$ cat src/rtl/priv_pkg.sv
package priv_pkg;

    localparam int SR_W  = 16;
    localparam int S_BIT = 13;
    localparam int CCR_W = 8;
    localparam int CLS_W = 4;

    localparam logic [SR_W-1:0] SR_RESET = SR_W'(1) << S_BIT;

    typedef enum logic [CLS_W-1:0] {
        IC_PLAIN     = 4'd0,
        IC_HALT      = 4'd1,
        IC_EXT_RESET = 4'd2,
        IC_SR_WRITE  = 4'd3,
        IC_USP_MOVE  = 4'd4,
        IC_SR_READ   = 4'd5,
        IC_CTRL_MOVE = 4'd6,
        IC_ALT_MOVE  = 4'd7
    } iclass_e;

    typedef enum logic {
        BANK_USER  = 1'b0,
        BANK_SUPER = 1'b1
    } bank_e;

    typedef struct packed {
        logic            en;
        logic            full;
        logic [SR_W-1:0] data;
    } sr_wr_t;

    function automatic logic base_restricted(input logic [CLS_W-1:0] c);
        return (c == IC_HALT) || (c == IC_EXT_RESET) ||
               (c == IC_SR_WRITE) || (c == IC_USP_MOVE);
    endfunction

    function automatic logic ext_restricted(input logic [CLS_W-1:0] c);
        return (c == IC_SR_READ) || (c == IC_CTRL_MOVE) || (c == IC_ALT_MOVE);
    endfunction

endpackage

$ cat src/rtl/priv_check.sv
module priv_check
    import priv_pkg::*;
(
    input  logic             instr_valid,
    input  logic [CLS_W-1:0] instr_class,
    input  logic             ext_priv_en,
    input  sr_wr_t           sr_wr,
    input  logic             s_bit,
    input  logic             enter,
    output logic             viol,
    output logic             commit
);
    logic restricted;
    logic live;

    always_comb begin
        restricted = base_restricted(instr_class) ||
                     (ext_priv_en && ext_restricted(instr_class)) ||
                     (sr_wr.en && sr_wr.full);
        live       = instr_valid && !enter;
        viol       = live && !s_bit && restricted;
        commit     = live && !viol;
    end

    always_comb begin
        if (viol) assert_no_commit_on_viol_R8: assert (!commit);
    end

endmodule

$ cat src/rtl/priv_mode_reg.sv
module priv_mode_reg
    import priv_pkg::*;
(
    input  logic            clk,
    input  logic            rst,
    input  logic            enter,
    input  logic            commit,
    input  sr_wr_t          sr_wr,
    output logic [SR_W-1:0] sr_q,
    output logic            saved_s
);
    logic [SR_W-1:0] sr_r;
    logic            sav_r;

    always_ff @(posedge clk) begin
        if (rst) begin
            sr_r  <= SR_RESET;
            sav_r <= 1'b0;
        end else if (enter) begin
            sav_r       <= sr_r[S_BIT];
            sr_r[S_BIT] <= 1'b1;
        end else if (commit && sr_wr.en) begin
            if (!sr_wr.full)
                sr_r[CCR_W-1:0] <= sr_wr.data[CCR_W-1:0];
            else if (sr_r[S_BIT])
                sr_r <= sr_wr.data;
        end
    end

    assign sr_q    = sr_r;
    assign saved_s = sav_r;

    assert_entry_sets_s_R9: assert property (@(posedge clk) disable iff (rst)
        enter |=> sr_q[S_BIT]);

    assert_entry_saves_s_R9: assert property (@(posedge clk) disable iff (rst)
        enter |=> saved_s == $past(sr_q[S_BIT]));

    assert_user_cannot_raise_R7: assert property (@(posedge clk) disable iff (rst)
        (!sr_q[S_BIT] && !enter) |=> !sr_q[S_BIT]);

endmodule

$ cat src/rtl/stack_bank.sv
module stack_bank
    import priv_pkg::*;
#(
    parameter int ADDR_W = 32
) (
    input  logic              clk,
    input  logic              rst,
    input  logic              sel_super,
    input  logic              a7_we,
    input  logic [ADDR_W-1:0] a7_wd,
    input  logic              usp_we,
    input  logic [ADDR_W-1:0] usp_wd,
    output logic [ADDR_W-1:0] a7_rd,
    output logic [ADDR_W-1:0] usp_rd
);
    localparam int NBANK = 2;

    logic [ADDR_W-1:0] ptr_q [NBANK];

    for (genvar b = 0; b < NBANK; b++) begin : g_bank
        localparam bank_e ME = bank_e'(b);
        logic              we;
        logic [ADDR_W-1:0] wd;

        always_comb begin
            if (ME == BANK_SUPER) begin
                we = a7_we && sel_super;
                wd = a7_wd;
            end else begin
                we = (a7_we && !sel_super) || (usp_we && sel_super);
                wd = (a7_we && !sel_super) ? a7_wd : usp_wd;
            end
        end

        always_ff @(posedge clk) begin
            if (rst)     ptr_q[b] <= '0;
            else if (we) ptr_q[b] <= wd;
        end
    end

    assign a7_rd  = sel_super ? ptr_q[BANK_SUPER] : ptr_q[BANK_USER];
    assign usp_rd = ptr_q[BANK_USER];

    assert_ssp_kept_in_user_R3: assert property (@(posedge clk) disable iff (rst)
        !sel_super |=> ptr_q[BANK_SUPER] == $past(ptr_q[BANK_SUPER]));

    assert_usp_quiet_R11: assert property (@(posedge clk) disable iff (rst)
        (!a7_we && !usp_we) |=> $stable(usp_rd));

endmodule

$ cat src/rtl/priv_stack_unit.sv
module priv_stack_unit
    import priv_pkg::*;
#(
    parameter int ADDR_W = 32
) (
    input  logic              clk,
    input  logic              rst,
    input  logic              instr_valid,
    input  logic [3:0]        instr_class,
    input  logic              ext_priv_en,
    input  logic              sr_wr_en,
    input  logic              sr_wr_full,
    input  logic [15:0]       sr_wr_data,
    input  logic              exc_entry,
    input  logic              a7_wr_en,
    input  logic [ADDR_W-1:0] a7_wr_data,
    input  logic              usp_wr_en,
    input  logic [ADDR_W-1:0] usp_wr_data,
    output logic              sup_mode,
    output logic [15:0]       sr_q,
    output logic              saved_s,
    output logic [ADDR_W-1:0] a7_rdata,
    output logic [ADDR_W-1:0] usp_rdata,
    output logic              priv_viol,
    output logic              exc_taken,
    output logic              bus_super
);
    sr_wr_t          sr_wr;
    logic [SR_W-1:0] sr_cur;
    logic            s_now;
    logic            viol;
    logic            commit;
    logic            viol_q;
    logic            enter;

    assign sr_wr = '{en: sr_wr_en, full: sr_wr_full, data: sr_wr_data};
    assign s_now = sr_cur[S_BIT];
    assign enter = exc_entry || viol_q;

    always_ff @(posedge clk) begin
        if (rst) viol_q <= 1'b0;
        else     viol_q <= viol;
    end

    priv_check u_check (
        .instr_valid (instr_valid),
        .instr_class (instr_class),
        .ext_priv_en (ext_priv_en),
        .sr_wr       (sr_wr),
        .s_bit       (s_now),
        .enter       (enter),
        .viol        (viol),
        .commit      (commit)
    );

    priv_mode_reg u_mode (
        .clk     (clk),
        .rst     (rst),
        .enter   (enter),
        .commit  (commit),
        .sr_wr   (sr_wr),
        .sr_q    (sr_cur),
        .saved_s (saved_s)
    );

    stack_bank #(.ADDR_W(ADDR_W)) u_bank (
        .clk       (clk),
        .rst       (rst),
        .sel_super (s_now),
        .a7_we     (a7_wr_en && commit),
        .a7_wd     (a7_wr_data),
        .usp_we    (usp_wr_en && commit),
        .usp_wd    (usp_wr_data),
        .a7_rd     (a7_rdata),
        .usp_rd    (usp_rdata)
    );

    assign sr_q      = sr_cur;
    assign sup_mode  = s_now;
    assign bus_super = s_now;
    assign priv_viol = viol;
    assign exc_taken = enter;

    assert_viol_enters_R9: assert property (@(posedge clk) disable iff (rst)
        priv_viol |=> exc_taken);

    assert_viol_keeps_ccr_R8: assert property (@(posedge clk) disable iff (rst)
        priv_viol |=> sr_q[CCR_W-1:0] == $past(sr_q[CCR_W-1:0]));

    assert_viol_keeps_usp_R8: assert property (@(posedge clk) disable iff (rst)
        priv_viol |=> $stable(usp_rdata));

    assert_viol_only_user_R4: assert property (@(posedge clk) disable iff (rst)
        priv_viol |-> !bus_super);

endmodule

$ cat config.mk
export PLATFORM = sky130hd
export DESIGN_NAME = priv_stack_unit
export DESIGN_NICKNAME = d
export VERILOG_FILES = /design/src/rtl/priv_pkg.sv /design/src/rtl/priv_check.sv /design/src/rtl/priv_mode_reg.sv /design/src/rtl/stack_bank.sv /design/src/rtl/priv_stack_unit.sv
export SDC_FILE = /design/constraint.sdc
export NUM_CORES = 1
export LEC_CHECK = 0
export CAP_MARGIN = 20
export CORE_MARGIN = 2
export CORE_UTILIZATION = 35
export CTS_CLUSTER_DIAMETER = 50
export DETAILED_ROUTE_END_ITERATION = 8
export GPL_ROUTABILITY_DRIVEN = 1
export PLACE_DENSITY = 0.67
export SYNTH_ARGS = -nofsm -noshare
export SYNTH_HDL_FRONTEND = slang
export SYNTH_HIERARCHICAL = 1
export SYNTH_SLANG_ARGS = --single-unit
$ cat constraint.sdc
create_clock -name clk -period 3.4 [get_ports clk]
set_input_delay 0.34 -clock clk [delete_from_list [all_inputs] [get_ports clk]]
set_output_delay 0.34 -clock clk [all_outputs]
set_load 0.02 [all_outputs]
==> results.md <==
- Outcome: finished clean
- CP endpoint kind: primary output
- Post-synth top area share: 0.445
- Min-Delay Path Class: reg -> reg
- GRT Total Usage: 0.173
- Combinational fraction of design power: 0.169
- Starting Density: 0.359
- Sequential power share: 0.462
- HPWL after DPL: 7860 µm
- Hold Slack: 473 ps
- Hold_buf cts: 0
- Synth area leader: edfxtp_1
- CP Cell Sequence: buf_4 > mux2_2 > clkdlybuf4s50_1
- Total CTS buffers: 9
- Post-synth net total: 433
- Worst skew pair latency: 330 ps
- Peak supply drop: 201 µV
- Final hold viol count: 0
- # rows: 40
- CTS tree: yes
- Mapped Cells: 340
- Slowest CP cell: dfxtp_2
- Critical Path RT: 3060 ps
- Clock power share: 0.369
- Fmax achieved: 371 MHz
- CP Launch Type: register
- # diodes: 0
- Die Area: 0.0132 mm²
- Synth unique cells: 31
- Ports: 178
- Setup WS pre-CTS: 672 ps
- Die height: 115 µm
- Vias in the first global route: 3284
- CTS max path bufs: 2
- Core Footprint: 0.0120 mm²
- Final setup fails: 0
- DR vias/cell: 4.86
- Placed Cells incl. Taps: 648
- Psw: 0.627 mW
- Min Clock Period, post-route: 2700 ps
- Yosys reg bits: 82
- Commonest non-fill, non-tap cell in the layout: clkdlybuf4s50_1
- I/O Buffers: 177
- Clock Pin Slew Worst Setup and Hold Paths: 60 ps
- Synth warn: 6
- Worst slew margin: 0.488
- Vias: 3226
- Clock sinks: 82
- 1st-iter DRT viols: 167
- Seq/Total Area, Yosys: 0.529
- RSZ-0062 raised after global routing: no
- CP Class: reg -> out
- Final Power: 2.49 mW
- Power per Cell Area: 386 mW/mm²
- Final WS setup: 704 ps
- Post-cts repair resize count: 0
- Post-synthesis average cell area: 12.7 µm²
- First-pass GRT wire length: 17500 µm
- WP data arrival: 2360 ps
- Most frequent cells in the layout: 176 x clkdlybuf4s50_1, 64 x edfxtp_1, 34 x and2_1, 34 x nand2_1, 33 x inv_1
- Post-Place Cell Area: 0.00617 mm²
- Fraction of layout cells with a size suffix above 1: 0.184
- Non-filler cells, final: 664
- Routed Antenna Nets: 0
- Pre-antenna DRT Iters: 5
- Tcrit/Tclk final: 0.793
- Synth area leaders: edfxtp_1 45%, o32ai_2 11%, dfxtp_1 8.4%, mux2_2 8.4%, and2_1 4.9%
- Reg-to-reg slack, setup: 1240 ps
- Worst Tran Pin Value: 768 ps
- WL per Instance: 17.0 µm
- CP max stage delay: 750 ps
- DRC Markers: 0
- Post-CTS setup buffers: 0
- Gpl congestion: 0.739
- Setup TNS Final: 0 ps
- Max-Cap Viols: 0
- Pins Over Slew Limit: 0
- Nets@finish: 605
- Initial antenna violation count: 0
- Lkg Pwr: 2.48 nW
- Switch share: 0.252
- Mapped Area: 0.00432 mm²
- Fillers: 1078
- Int Power: 1.86 mW
- Area Overhead vs Synth: 49.4%
- Drt total wl: 11300 µm
- Design area: 0.00645 mm²
- GRT overflow: 0
- Chip Width: 115 µm
- Worst-path maximum fanout: 30
- Largest net degree at the start of global routing: 49
- Final Util: 0.537
- Clock Skews: 9.86 ps
- H-Tree Depth: 3
- Clk root buf: clkbuf_16
sequential cells by signal (all words and copies together) (netlist names):
register,flops
u_mode/sr_q,16
u_mode/saved_s,1
viol_q,1
u_bank/ptr_q,64
power by group through the flow:
stage          sequential (mW)  combinational (mW)  clock (mW)
2_1_floorplan             1.20               0.154           0
3_3_place_gp              1.17               0.420           0
3_5_place_dp              1.17               0.423           0
4_1_cts                   1.15               0.426       0.939
5_1_grt                   1.16               0.449       0.984
6_report                  1.15               0.420       0.918
layer usage:
layer / vias up / part of all wire / track usage / routed length (µm)
li1: 1544 / - / - / -
met2: 153 / 0.47 / 0.280 / 5250
met5: - / 0 / 0 / 0
met3: 12 / 0.087 / 0.0569 / 986
met4: 0 / 0.011 / 0.0450 / 129
met1: 1517 / 0.44 / 0.223 / 4930
cells in the mapped netlist:
cell,number
a211o_1,1
or2_0,1
nand4b_1,1
a21o_1,1
buf_2,9
buf_4,5
and2_1,34
nand2b_1,31
buf_6,8
mux2i_1,16
o211a_1,1
nor2_1,2
inv_1,33
o32ai_2,29
nor3_4,2
o21bai_1,1
and3b_2,1
a222oi_1,1
nand3b_1,1
mux2_2,32
nand2_2,1
o32ai_1,3
edfxtp_1,64
or2_1,1
nor4b_1,1
nand2_1,34
clkbuf_4,1
nand2b_2,1
dfxtp_1,18
nor2b_1,3
clkbuf_1,3
layout make-up:
type	count	area, µm²	area share
clock inverter	7	55.1	0.00854
timing repair buffer	187	1850	0.288
tap	147	184	0.0285
clock buffer	9	225	0.0349
sequential	82	2280	0.354
inverter	33	124	0.0192
multi-input combinational	199	1720	0.267
worst max-delay path, delay by kind of cell (launching register included):
family	cells	cell delay [ps]
mux	1	380
buf+inv	2	890
flops	1	750
path summary, 6_finish.rpt:
check | from | end | cells past startpoint
worst max register to register | u_mode/sr_q[13] | u_bank/ptr_q[1][6] | 4
worst min register to register | u_mode/sr_q[3] | u_mode/sr_q[3] | 2
worst max-delay path | u_mode/sr_q[13] | a7_rdata[22] | 3
worst min-delay path | u_mode/sr_q[3] | u_mode/sr_q[3] | 2
cell families (layout without fill, tap and decap cells):
logic type      Yosys count  count (layout)  synth area share
compound gates           37              37             0.126
buf+inv                  59             236            0.0731
flops                    82              82             0.529
mux                      48              48             0.121
simple gates            114             114             0.152
No activity file was read; power rests on OpenSTA's default activity.
